**src/rtl/evff_pkg.sv**
```systemverilog
package evff_pkg;

  // Width of the behaviour select field
  localparam int MODE_W = 3;

  // Number of output paths (primary and second)
  localparam int NUM_PATHS = 2;

  // Behaviour codes; any code not listed behaves as pass-through
  typedef enum logic [MODE_W-1:0] {
    MODE_PASS = 3'd0,
    MODE_SR   = 3'd1,
    MODE_TOG  = 3'd2,
    MODE_DFF  = 3'd3,
    MODE_JK   = 3'd4,
    MODE_LAT  = 3'd5
  } evffMode_e;

  // Strobes from control to datapath
  typedef struct packed {
    logic storing;  // outputs come from the stored bit
    logic load;     // write loadVal into the stored bit
    logic loadVal;  // value written on load
    logic toggle;   // invert the stored bit
  } evffStrobe_t;

endpackage

```
**src/rtl/evff_ctrl.sv**
```systemverilog
module evff_ctrl
  import evff_pkg::*;
(
  input  logic              clk,
  input  logic              rstN,
  input  logic [MODE_W-1:0] modeSel,
  input  logic              x0In,
  input  logic              x1In,
  input  logic              forceInit,
  input  logic              initVal,
  output evffStrobe_t       strb
);

  logic x1Prev;
  logic riseX1;

  // Remember X1 from the previous system cycle for edge detection
  always_ff @(posedge clk or negedge rstN) begin
    if (!rstN) x1Prev <= 1'b0;
    else       x1Prev <= x1In;
  end

  assign riseX1 = x1In & ~x1Prev;

  // Translate the mode and inputs into datapath strobes
  always_comb begin
    strb = '0;
    case (modeSel)
      MODE_SR: begin
        strb.storing = 1'b1;
        if (x0In) begin
          strb.load    = 1'b1;
          strb.loadVal = 1'b0;
        end else if (x1In) begin
          strb.load    = 1'b1;
          strb.loadVal = 1'b1;
        end
      end
      MODE_TOG: begin
        strb.storing = 1'b1;
        strb.toggle  = riseX1 & x0In;
      end
      MODE_DFF, MODE_JK: begin
        strb.storing = 1'b1;
        strb.load    = riseX1;
        strb.loadVal = x0In;
      end
      MODE_LAT: begin
        strb.storing = 1'b1;
        strb.load    = x1In;
        strb.loadVal = x0In;
      end
      default: begin
        strb.storing = 1'b0;
      end
    endcase
    // Forced initial value wins over every mode action
    if (forceInit) begin
      strb.load    = 1'b1;
      strb.loadVal = initVal;
      strb.toggle  = 1'b0;
    end
  end

  // Two rising edges can never occur in consecutive cycles
  assert_edge_single_R11 : assert property (
    @(posedge clk) disable iff (!rstN) riseX1 |=> !riseX1
  );

  // Load and toggle are never requested together
  assert_strobe_excl_R9 : assert property (
    @(posedge clk) disable iff (!rstN) !(strb.load && strb.toggle)
  );

endmodule

```
**src/rtl/evff_datapath.sv**
```systemverilog
module evff_datapath
  import evff_pkg::*;
#(
  parameter logic RESET_Q = 1'b0
) (
  input  logic                 clk,
  input  logic                 rstN,
  input  evffStrobe_t          strb,
  input  logic                 x0In,
  input  logic                 x1In,
  input  logic [NUM_PATHS-1:0] forceBypass,
  output logic                 qOut,
  output logic                 qnOut
);

  logic                 qReg;
  logic [NUM_PATHS-1:0] srcVal;
  logic [NUM_PATHS-1:0] storedVal;
  logic [NUM_PATHS-1:0] pathOut;

  // The single storage bit shared by all storing modes
  always_ff @(posedge clk or negedge rstN) begin
    if (!rstN)            qReg <= RESET_Q;
    else if (strb.load)   qReg <= strb.loadVal;
    else if (strb.toggle) qReg <= ~qReg;
  end

  assign srcVal    = {x1In, x0In};
  assign storedVal = {~qReg, qReg};

  // Each path picks its raw input or the stored view
  for (genvar p = 0; p < NUM_PATHS; p++) begin : g_path
    assign pathOut[p] = (forceBypass[p] || !strb.storing) ? srcVal[p] : storedVal[p];
  end

  assign qOut  = pathOut[0];
  assign qnOut = pathOut[1];

  // Without load or toggle the stored bit holds
  assert_hold_R4 : assert property (
    @(posedge clk) disable iff (!rstN)
    (!strb.load && !strb.toggle) |=> $stable(qReg)
  );

  // A toggle request always changes the stored bit
  assert_toggle_flip_R4 : assert property (
    @(posedge clk) disable iff (!rstN)
    strb.toggle |=> (qReg != $past(qReg))
  );

  // Storing modes without bypass give complementary outputs
  assert_compl_R8 : assert property (
    @(posedge clk) disable iff (!rstN)
    (strb.storing && forceBypass == '0) |-> (qnOut == ~qOut)
  );

endmodule

```
**src/rtl/evff_stage.sv**
```systemverilog
module evff_stage
  import evff_pkg::*;
#(
  parameter logic RESET_Q = 1'b0
) (
  input  logic                 clk,
  input  logic                 rstN,
  input  logic [MODE_W-1:0]    modeSel,
  input  logic                 x0In,
  input  logic                 x1In,
  input  logic                 forceInit,
  input  logic                 initVal,
  input  logic [NUM_PATHS-1:0] forceBypass,
  output logic                 qOut,
  output logic                 qnOut
);

  evffStrobe_t strb;

  evff_ctrl u_ctrl (
    .clk       (clk),
    .rstN      (rstN),
    .modeSel   (modeSel),
    .x0In      (x0In),
    .x1In      (x1In),
    .forceInit (forceInit),
    .initVal   (initVal),
    .strb      (strb)
  );

  evff_datapath #(
    .RESET_Q (RESET_Q)
  ) u_dp (
    .clk         (clk),
    .rstN        (rstN),
    .strb        (strb),
    .x0In        (x0In),
    .x1In        (x1In),
    .forceBypass (forceBypass),
    .qOut        (qOut),
    .qnOut       (qnOut)
  );

  logic storeCode;
  assign storeCode = (modeSel >= 3'd1) && (modeSel <= 3'd5);

  // Pass-through codes route both inputs unchanged
  assert_pass_R2 : assert property (
    @(posedge clk) disable iff (!rstN)
    (!storeCode && forceBypass == '0) |-> (qOut == x0In && qnOut == x1In)
  );

  // Primary bypass bit routes x0In in any mode
  assert_fbyp_R10 : assert property (
    @(posedge clk) disable iff (!rstN)
    forceBypass[0] |-> (qOut == x0In)
  );

  // A forced load is visible on the next cycle when stored data is shown
  assert_force_R9 : assert property (
    @(posedge clk) disable iff (!rstN)
    forceInit |=> (!storeCode || forceBypass[0] || qOut == $past(initVal))
  );

endmodule

```
**config.mk**
```make
export PLATFORM = sky130hd
export DESIGN_NAME = evff_stage
export DESIGN_NICKNAME = d
export VERILOG_FILES = /design/src/rtl/evff_pkg.sv /design/src/rtl/evff_ctrl.sv /design/src/rtl/evff_datapath.sv /design/src/rtl/evff_stage.sv
export SDC_FILE = /design/constraint.sdc
export NUM_CORES = 1
export LEC_CHECK = 0
export ABC_AREA = 1
export BUFFER_PORTS_ARGS = -buffer_cell sky130_fd_sc_hd__buf_2
export CAP_MARGIN = 20
export CELL_PAD_IN_SITES_DETAIL_PLACEMENT = 1
export CELL_PAD_IN_SITES_GLOBAL_PLACEMENT = 1
export CORE_AREA = 3 3 40 42
export DETAILED_ROUTE_END_ITERATION = 6
export DIE_AREA = 0 0 43 45
export GPL_TIMING_DRIVEN = 0
export PLACE_DENSITY = 0.62
export SYNTH_ARGS = -nofsm -noshare
export SYNTH_HDL_FRONTEND = slang
export SYNTH_HIERARCHICAL = 1
export SYNTH_SLANG_ARGS = --single-unit
```
**constraint.sdc**
```tcl
create_clock -name clk -period 1 [get_ports clk]
set_input_delay 0.25 -clock clk [delete_from_list [all_inputs] [get_ports clk]]
set_output_delay 0.25 -clock clk [all_outputs]
set_load 0.05 [all_outputs]
```
# Word level (Yosys, flattened, before mapping)
# Index checks and enable logic that the tools add are counted.
# totals
output_inout_bits	2
word_cells	27
regBits	2
inputBits	11
# op_classes
muxes	10
bitwise	4
eq_ne	5
reduce_logical	6
# op_table
op	count
$eq 3x2->1 const B	2
$eq 3x3->1 const B	2
$mux 1	6
$pmux 2 s3	1
$reduce_or 5->1	1
$mux 2	2
$eq 3x1->1 const B	1
$mux 3	1
$and 1x1->1	2
$logic_or 1x1->1	2
$not 1->1	2
$reduce_bool 2->1	1
$reduce_or 2->1	1
$logic_not 1->1	1

# Longest topological paths before layout
# Gate-level depths: netlist (run 1).
# depth
ltp_word	7
mapped_depth	11
mapped_depth_nobuf	11

# Hierarchy
# Netlist (run 1), hierarchy kept.
# by_module_without_submodules
module	cells_each	seq_area_each_um2	area_each_um2	instances
evff_ctrl	33	25.0	160.2	1
evff_datapath	18	25.0	93.8	1

# Worst setup path before layout (run 1)
# OpenSTA, ideal clock, no wires.
# synth_timing
path_type	input to output
startpoint	in modeSel[1]
endpoint	out qnOut
required_ns	0.750
t_arrival_ns	1.365
cell_stages	6
setup_slack_ns	-0.615
path_buffers	0
cell_sequence	inv_2 nand2_2 nand2_1 o21bai_1 nand2_1 o21ai_1
# synth_lines
item	line_no	rtl
from (decl)	evff_stage.sv:8	input logic [MODE_W-1:0] modeSel,
to (decl)	evff_stage.sv:15	output logic qnOut

==> reports/results.tsv, run 1 <==
metric	value	unit
drc	0	
cts_num_sinks	2	
clockRootBuffer	clkbuf_4	
hold_path_cells	1	
synth_cell_type_count	10	
synthesis.instances	51	
synth_top_family_by_area	simple AND/OR/NAND/NOR gates	
placedCellCount	78	
cap_violations	0	
initial_drc_count	0	
cts_tree	built	
synth.largest_area_cell	nand2_1	
max-vdd-ir-drop	0.3916	mV
seqCellArea	51.30	sq um
die_x	43	microns
grt_max_degree	7	
worst_pin_slew	132.9	ps
yosysTopAreaCellShare	26.60	%
regToRegStartpoint	u_ctrl/x1Prev$_DFF_PN0_	
layout_commonest_cell	nand2_1	
gp_congestion	0.6911	
worstPathRequired	750	ps
cts_htree_levels	1	
fillCellCount	165	
critPathMaxFanout	3	
first_global_vias	365	
dieArea	1935	sq um
hold_path_startpoint	x1In	
initial_utilization	19.77	%
holdCritPathClass	in2reg	
clk_transition_reported_paths	30	ps
grtUsageTotal	10.56	%
vias	385	
whs_endpoint	u_ctrl/x1Prev$_DFF_PN0_	
regToRegSetupSlack	50	ps
clk_path_buf_depth	2	
synth_area_per_cell	4.980	sq um
fin_worst_skew	4.015	ps
worstPathArrival	1040	ps
mappedNetlistNets	62	
remaining_max_slew_budget_at_the_tightest_pin	91.11	%
mostFrequentLayoutCells	nand2_1 (12), buf_2 (7), inv_1 (7)	
gr-total-overflow	0	
outcome	finished, violations left	
worst_setup_path_end_kind	primary output	
syn-cell-area	254.0	sq um
setup_ws	-294.9	ps
fin_nets	86	
via_per_inst	4.375	
ratio_of_cells_with_drive_above_1_in_the_final_layout	54.79	%
initial_antenna_violation_count	0	
detailed_place_hpwl	667.6	microns
worst_hold_slack	226.2	ps
area_delta_synth_final	126.1	%
cellLeakagePower	0.2978	nW
drt_wirelength	926	microns
synth.ff_latch_count	2	
global_route_wire_length_before_repair	1580	microns
seq_area_frac_synth	19.70	%
synth_top_cells_by_area	nand2_1 (27%), dfrtp_1 (20%), nand3_1 (16%)	
post-route-util	44.69	%
grt_setup_unrepaired	true	
yosys.area_share.xor_xnor	0	%
fin_total_pwr	0.5442	mW
insertedDiodeCount	0	
startpoint_type	primary input	
fin_crit_sh	129.5	%
regToRegEndpoint	u_dp/qReg$_DFFE_PN0P_	
setup.worst_path.class	in2out	
standard_cell_row_count	13	
fraction_of_synthesized_area_in_multiplexers	0	%
die_y	45	microns
antenna_viol_nets_final	0	
core_area	1285	sq um
timing.final.hold_violations	0	
synthSimpleGateAreaFrac	56.65	%
num_io_pins	13	
synth-compound-area-share	8.867	%
cts_inserted_buffers	3	
violations	negative setup slack	
max_freq	772.3	MHz
port-buffer-count	12	
post_synth_fa_ha_maj_area_fraction	0	%
clk_latency	220	ps
synth_warnings	6	
rr_worst_depth	6	
first_pass_iters	1	
power.density_cell_area	947.6	nW/um^2
layout.cells.non_filler	88	
multiInputGateArea	256.5	sq um
drt-wirelength-per-cell	10.52	microns
finalMaxSlewViolations	0	
report.final.setup_viol	3	
timing.final.crit_period	1295	ps
[synthesized netlist by cell type, drive strengths merged]
| cell type | instances |
|---|---|
| nand3 | 8 |
| inv | 10 |
| nor2 | 8 |
| nand2 | 19 |
| o21bai | 1 |
| o21ai | 3 |
| dfrtp | 2 |
[final cells by class]
type                       count  area share [%]
clock buffer                   3           3.922
inverter                      10           10.68
sequential                     2           8.932
tap                           15           3.268
timing repair buffer          19           28.54
multi-input combinational     39           44.66
[sequential cells by signal, summed over array words and instances, names as in the netlist]
signal         count
u_dp/qReg          1
u_ctrl/x1Prev      1
[repair_timing]
item	CTS	global route
gates cloned	0	0
pin swaps	6	8
setup buffers	5	1
resized for setup	21	6
setup endpoints to repair	3	3
hold buffers	1	0
endpoints found under the hold margin	2	0
[worst max-delay path by stage]
| stage | to | slack [ps] | from | cells after the start |
|---|---|---|---|---|
| 2_1_floorplan | qnOut | -180 | modeSel[1] | 6 |
| 3_3_place_gp | qnOut | -580 | modeSel[1] | 9 |
| 3_5_place_dp | qnOut | -590 | modeSel[1] | 9 |
| 4_1_cts | qnOut | -320 | modeSel[1] | 9 |
| 5_1_grt | qnOut | -360 | modeSel[1] | 9 |
| 6_report | qnOut | -290 | modeSel[1] | 9 |
[through the flow]
| step | setup TNS [ps] | worst slack, ps | area (sq um) |
|---|---|---|---|
| 4_1_cts | -605.0 | -319.5 | 548.0 |
| 5_1_grt | -768.2 | -359.5 | 574.3 |
| 2_1_floorplan | -246.6 | -182.9 | 322.8 |
| 3_5_place_dp | -1390 | -593.5 | 401.6 |
| 3_3_place_gp | -1331 | -579.5 | 401.6 |
| 6_report | -575.3 | -294.9 | 574.3 |
[critical path, stage by stage]
cell and delay (ps):
buf_12 100, inv_16 40, nand2_8 50, nand2_4 50, o21bai_4 170, nand2_2 90
nand2_2 70, o21ai_4 60, buf_6 170
[routing by layer]
metal | track usage (%) | vias to the layer above | share of wire, %
met4 | 3.614 | 0 | 0
met1 | 14.15 | 176 | 42
met5 | 0 | - | 0
met3 | 1.594 | 0 | 4.5
met2 | 17.37 | 7 | 53
li1 | - | 202 | -
[logic make-up after synthesis]
| group | after synthesis |
|---|---|
| DFF | 2 |
| AOI/OAI and AO/OA | 4 |
| buffers and inverters | 10 |
| and+or+nand+nor | 35 |
[report_power, final]
part	leakage, nW	internal, mW	total [mW]	switching (mW)
Sequential	0.0229	0.0925	0.107	0.0141
Combinational	0.261	0.121	0.264	0.143
Clock	0.0138	0.132	0.174	0.0417
Total	0.298	0.345	0.544	0.199
No activity file was read; power rests on OpenSTA's default activity.
==> inputs of run 2 (changes only) <==
--- a/config.mk
+++ b/config.mk
@@ -8,13 +8,13 @@
 export ABC_AREA = 1
 export BUFFER_PORTS_ARGS = -buffer_cell sky130_fd_sc_hd__buf_2
 export CAP_MARGIN = 20
-export CELL_PAD_IN_SITES_DETAIL_PLACEMENT = 1
-export CELL_PAD_IN_SITES_GLOBAL_PLACEMENT = 1
 export CORE_AREA = 3 3 40 42
 export DETAILED_ROUTE_END_ITERATION = 6
 export DIE_AREA = 0 0 43 45
 export GPL_TIMING_DRIVEN = 0
-export PLACE_DENSITY = 0.62
+export HOLD_SLACK_MARGIN = 0.1
+export PLACE_DENSITY = 0.43
+export RECOVER_POWER = 50
 export SYNTH_ARGS = -nofsm -noshare
 export SYNTH_HDL_FRONTEND = slang
 export SYNTH_HIERARCHICAL = 1
==> run 2 against run 1 <==
Against the previous run: critical path type unchanged; sequential power about the same; the run still ends with negative setup slack left; final area decreased by 2.0%; hold slack lost 18 ps; worst setup slack gained 2.9 ps; clock power about the same; largest cell class unchanged; register-to-register slack got worse by 30 ps; final cell count up 1.1%; routed wire length down 19%; critical path depth is the same; combinational power shrank 2%.
==> reports/results.tsv, run 2 (same netlist as run 1, synthesis figures left out) <==
metric	value	unit
outcome	finished, violations left	
violations	negative setup slack	
worstPathArrival	1040	ps
critPathMaxFanout	4	
clk_transition_reported_paths	30	ps
max-vdd-ir-drop	0.5274	mV
port-buffer-count	12	
placedCellCount	78	
setup_ws	-292.0	ps
die_x	43	microns
cts_tree	built	
timing.critical_path.max_delay_family	buffers and inverters	
grt_max_degree	7	
insertedDiodeCount	0	
worst_path_most_repeated_cell	nand2_2	
cts_inserted_buffers	3	
power.density_cell_area	960.9	nW/um^2
fin_worst_skew	0.9181	ps
dieArea	1935	sq um
grt_setup_unrepaired	true	
finalMaxSlewViolations	0	
worst_setup_path_end_kind	primary output	
via_per_inst	4.011	
fillCellCount	138	
critical_path.n_buffers_inverters	3	
clk_latency	220	ps
clockRootBuffer	clkbuf_4	
timing.critical_path.slowest_cell_delay	170	ps
rr_worst_depth	7	
gp_congestion	0.6886	
core_area	1285	sq um
drc	0	
regToRegEndpoint	u_dp/qReg$_DFFE_PN0P_	
startpoint_type	primary input	
layout.cells.non_filler	89	
cts_num_sinks	2	
critPathSlowestCell	o21bai_4	
ratio_of_cells_with_drive_above_1_in_the_final_layout	50.00	%
first_pass_iters	2	
die_y	45	microns
drt_wirelength	749	microns
remaining_max_slew_budget_at_the_tightest_pin	91.01	%
gr-total-overflow	0	
cells_traversed_along_the_worst_timing_path	buf_12, inv_8, nand2_4, nand2_2, o21bai_4, nand2_2, nand2_2, o21ai_4, buf_6	
regToRegSetupSlack	20	ps
cap_violations	0	
worst_pin_slew	133.4	ps
timing.final.hold_violations	0	
whs_endpoint	u_ctrl/x1Prev$_DFF_PN0_	
fin_total_pwr	0.5410	mW
setup.worst_path.class	in2out	
cts_htree_levels	1	
worstPathRequired	750	ps
timing.final.crit_period	1292	ps
layout_commonest_cell	nand2_1	
fin_crit_sh	129.2	%
fin_nets	87	
first_global_vias	338	
initial_utilization	19.77	%
regToRegStartpoint	u_ctrl/x1Prev$_DFF_PN0_	
hold_path_startpoint	x1In	
max_freq	774.0	MHz
standard_cell_row_count	13	
initial_antenna_violation_count	0	
global_route_wire_length_before_repair	1366	microns
mostFrequentLayoutCells	nand2_1 (10), nor2_1 (8), inv_1 (8)	
report.final.setup_viol	3	
worst_hold_slack	207.7	ps
detailed_place_hpwl	557.1	microns
holdCritPathClass	in2reg	
vias	357	
cellLeakagePower	0.2973	nW
initial_drc_count	2	
regs_by_ff_count	u_ctrl/x1Prev x1, u_dp/qReg x1	
post-route-util	43.82	%
antenna_viol_nets_final	0	
hold_path_cells	1	
num_io_pins	13	
clk_path_buf_depth	2	
drt-wirelength-per-cell	8.416	microns
grtUsageTotal	9.227	%
seqCellArea	51.30	sq um
multiInputGateArea	237.7	sq um
area_delta_synth_final	121.7	%
run 2: cell types whose count changed in the layout (fill, tap and decap cells not counted):
cell / before / now
nand3_2: 3 / 1
inv_2: 1 / 0
nand3_1: 5 / 7
o21ai_2: 1 / 0
nand2_2: 3 / 6
o21ai_0: 0 / 1
inv_1: 7 / 8
nor2_2: 2 / 0
buf_4: 6 / 7
nor2_1: 6 / 8
nand2_1: 12 / 10
nand2_4: 3 / 2
run 2: worst max path at each step:
| stage | end | slack, ps | from | cells past startpoint |
|---|---|---|---|---|
| 2_1_floorplan | qnOut | -180 | modeSel[1] | 6 |
| 3_3_place_gp | qnOut | -580 | modeSel[1] | 9 |
| 3_5_place_dp | qnOut | -570 | modeSel[1] | 9 |
| 4_1_cts | qnOut | -320 | modeSel[1] | 9 |
| 5_1_grt | qnOut | -340 | modeSel[2] | 9 |
| 6_report | qnOut | -290 | modeSel[2] | 9 |
run 2: metrics by stage:
stage,area [sq um],setup slack [ps],setup TNS (ps)
floorplan,322.8,-182.9,-246.6
global placement,401.6,-578.5,-1319
detailed placement,401.6,-573.7,-1289
CTS,548.0,-315.6,-817.0
global route,563.0,-343.8,-1003
finish,563.0,-292.0,-793.8
run 2: repair_timing:
item | CTS | global route
hold endpoints to repair | 2 | 0
gates resized for setup | 17 | 4
hold buffers | 1 | 0
endpoints found under the setup margin | 2 | 3
setup buffers | 7 | 0
cloned | 0 | 0
pin swaps | 6 | 4
run 2: routing by layer:
metal  vias to the layer above  wire length, microns  GRT usage, %
met5                         -                     0             0
met3                         0                    32         3.984
met1                       148                   353         11.75
li1                        203                     -             -
met4                         0                     0         1.807
met2                         6                   363         14.67
run 2: cell type report:
| cell class | count | area share [%] |
|---|---|---|
| repair buffers | 20 | 30.44 |
| multi-input cells | 39 | 42.22 |
| flip-flops and latches | 2 | 9.111 |
| well taps | 15 | 3.333 |
| clock buffers | 3 | 4.000 |
| inverters | 10 | 10.89 |
run 2: worst register-to-register path: stages, from the launching register on:
cell and delay (ps):
dfrtp_1 350, nor2_1 130, nand2_1 70, nand3_1 120, nand2_1 60, o21ai_1 70
nand2_1 60, nand2_1 50
run 2: power by group:
group          total (mW)  internal [mW]  switching (mW)  leakage, nW
registers           0.107         0.0925          0.0146       0.0229
logic               0.258          0.124           0.134        0.261
clock network       0.176          0.132          0.0438       0.0138
total               0.541          0.348           0.193        0.297
==> inputs of run 3 (changes only) <==
--- a/config.mk
+++ b/config.mk
@@ -11,7 +11,6 @@
 export CORE_AREA = 3 3 40 42
 export DETAILED_ROUTE_END_ITERATION = 6
 export DIE_AREA = 0 0 43 45
-export GPL_TIMING_DRIVEN = 0
 export HOLD_SLACK_MARGIN = 0.1
 export PLACE_DENSITY = 0.43
 export RECOVER_POWER = 50
==> run 3 against run 2 <==
Against the previous run: the run still ends with negative setup slack left; fmax rose by 0.42%; global-route usage fell by 0.42 points; first-iteration DRC count rose to 2.5 times the previous value; largest cell class unchanged; total power rose by 2.3%; sequential cell count did not move; largest power group unchanged; non-clock buffer count rose by 3.
==> reports/results.tsv, run 3 (same netlist as run 1, synthesis figures left out) <==
metric	value	unit
cts_inserted_buffers	3	
max_freq	777.3	MHz
antenna_viol_nets_final	0	
swShare	34.51	%
cap_violations	0	
worst_hold_slack	207.1	ps
regToRegSetupSlack	70	ps
stdcell_area	593.1	sq um
ratio_of_cells_with_drive_above_1_in_the_final_layout	55.84	%
first_pass_iters	4	
cts_htree_levels	1	
placedCellCount	88	
timing.critical_path.max_delay_family	buffers and inverters	
drt_wirelength	736	microns
regToRegStartpoint	u_ctrl/x1Prev$_DFF_PN0_	
startpoint_type	primary input	
timing.final.hold_violations	0	
vias	381	
drt-wirelength-per-cell	8.000	microns
fillCellCount	138	
multiInputGateArea	232.7	sq um
gr-total-overflow	0	
gp_congestion	0.6878	
cts_num_sinks	2	
clk_path_buf_depth	2	
cts_tree	built	
layout_commonest_cell	nand2_1	
worst_path_most_repeated_cell	nand2_2	
num_io_pins	13	
post-route-util	46.15	%
clockPowerShare	31.4	%
worstPathRequired	750	ps
fin_crit_sh	128.7	%
seqCellArea	51.30	sq um
worst_setup_path_end_kind	primary output	
drc	0	
port-buffer-count	12	
die_y	45	microns
timing.critical_path.slowest_cell_delay	170	ps
grt_setup_unrepaired	true	
remaining_max_slew_budget_at_the_tightest_pin	89.74	%
die_x	43	microns
initial_utilization	19.77	%
area_delta_synth_final	133.5	%
dpl-instance-area	489.2	sq um
switchingPower	0.1910	mW
setup.worst_path.class	in2out	
fin_total_pwr	0.5534	mW
regToRegEndpoint	u_dp/qReg$_DFFE_PN0P_	
critPathMaxFanout	3	
clk_transition_reported_paths	30	ps
report.final.setup_viol	2	
clockRootBuffer	clkbuf_4	
critical_path.n_buffers_inverters	3	
initial_antenna_violation_count	0	
hold_path_cells	1	
first_global_vias	335	
internal-power	0.3624	mW
cells_traversed_along_the_worst_timing_path	buf_12, inv_16, nand2_4, nand2_2, o21bai_4, nand2_2, nand2_2, o21ai_4, buf_6	
power.density_cell_area	933.1	nW/um^2
regs_by_ff_count	u_ctrl/x1Prev x1, u_dp/qReg x1	
hold_path_startpoint	x1In	
initial_drc_count	5	
setup_slack_placement	-538.5	ps
grt_max_degree	6	
tns	-534.9	ps
p_seq_share	18.8	%
standard_cell_row_count	13	
rr_worst_depth	6	
global_route_wire_length_before_repair	1338	microns
worst_pin_slew	153.3	ps
share_comb_of_total_power	49.8	%
dieArea	1935	sq um
max-vdd-ir-drop	0.5291	mV
via_per_inst	4.141	
violations	negative setup slack	
fin_nets	90	
holdCritPathClass	in2reg	
critPathSlowestCell	o21bai_4	
insertedDiodeCount	0	
setup_ws	-286.5	ps
clk_latency	220	ps
finalMaxSlewViolations	0	
detailed_place_hpwl	617.4	microns
layout.cells.non_filler	92	
mostFrequentLayoutCells	nand2_1 (11), buf_4 (9), buf_2 (7), nor2_1 (7), inv_1 (7)	
grtUsageTotal	8.811	%
worstPathArrival	1040	ps
timing.final.crit_period	1287	ps
core_area	1285	sq um
whs_endpoint	u_ctrl/x1Prev$_DFF_PN0_	
outcome	finished, violations left	
cellLeakagePower	0.3168	nW
fin_worst_skew	1.872	ps
[run 3: cell type report]
| class | count | area share (%) |
|---|---|---|
| repair buffers | 23 | 34.81 |
| well taps | 15 | 3.165 |
| multi-input cells | 39 | 39.24 |
| inverters | 10 | 10.34 |
| flip-flops and latches | 2 | 8.650 |
| clock buffers | 3 | 3.797 |
[run 3: repair_timing]
action / CTS / global route
hold buffers: 1 / 0
endpoints found under the setup margin: 3 / 3
resized for setup: 12 / 10
setup buffers: 4 / 1
pin swaps: 6 / 11
endpoints found under the hold margin: 2 / 0
[run 3: per-layer routing]
| metal | track usage [%] | share of wire (%) | vias to the layer above |
|---|---|---|---|
| met5 | 0 | 0 | - |
| met4 | 1.807 | 0 | 0 |
| li1 | - | - | 211 |
| met3 | 2.390 | 3.4 | 0 |
| met1 | 11.75 | 52 | 164 |
| met2 | 14.37 | 44 | 6 |
[run 3: how the worst max path moves through the flow]
stage | from | end | cells past startpoint
CTS | modeSel[1] | qnOut | 9
finish | modeSel[1] | qnOut | 9
floorplan | modeSel[1] | qnOut | 6
detailed placement | modeSel[1] | qnOut | 9
global route | modeSel[1] | qnOut | 9
global placement | modeSel[1] | qnOut | 9
[run 3: power groups by stage]
stage | Sequential [mW] | Combinational (mW) | Clock [mW]
2_1_floorplan | 0.102 | 0.130 | 0
3_3_place_gp | 0.104 | 0.232 | 0
3_5_place_dp | 0.104 | 0.233 | 0
4_1_cts | 0.103 | 0.280 | 0.184
5_1_grt | 0.108 | 0.298 | 0.188
6_report | 0.104 | 0.276 | 0.174
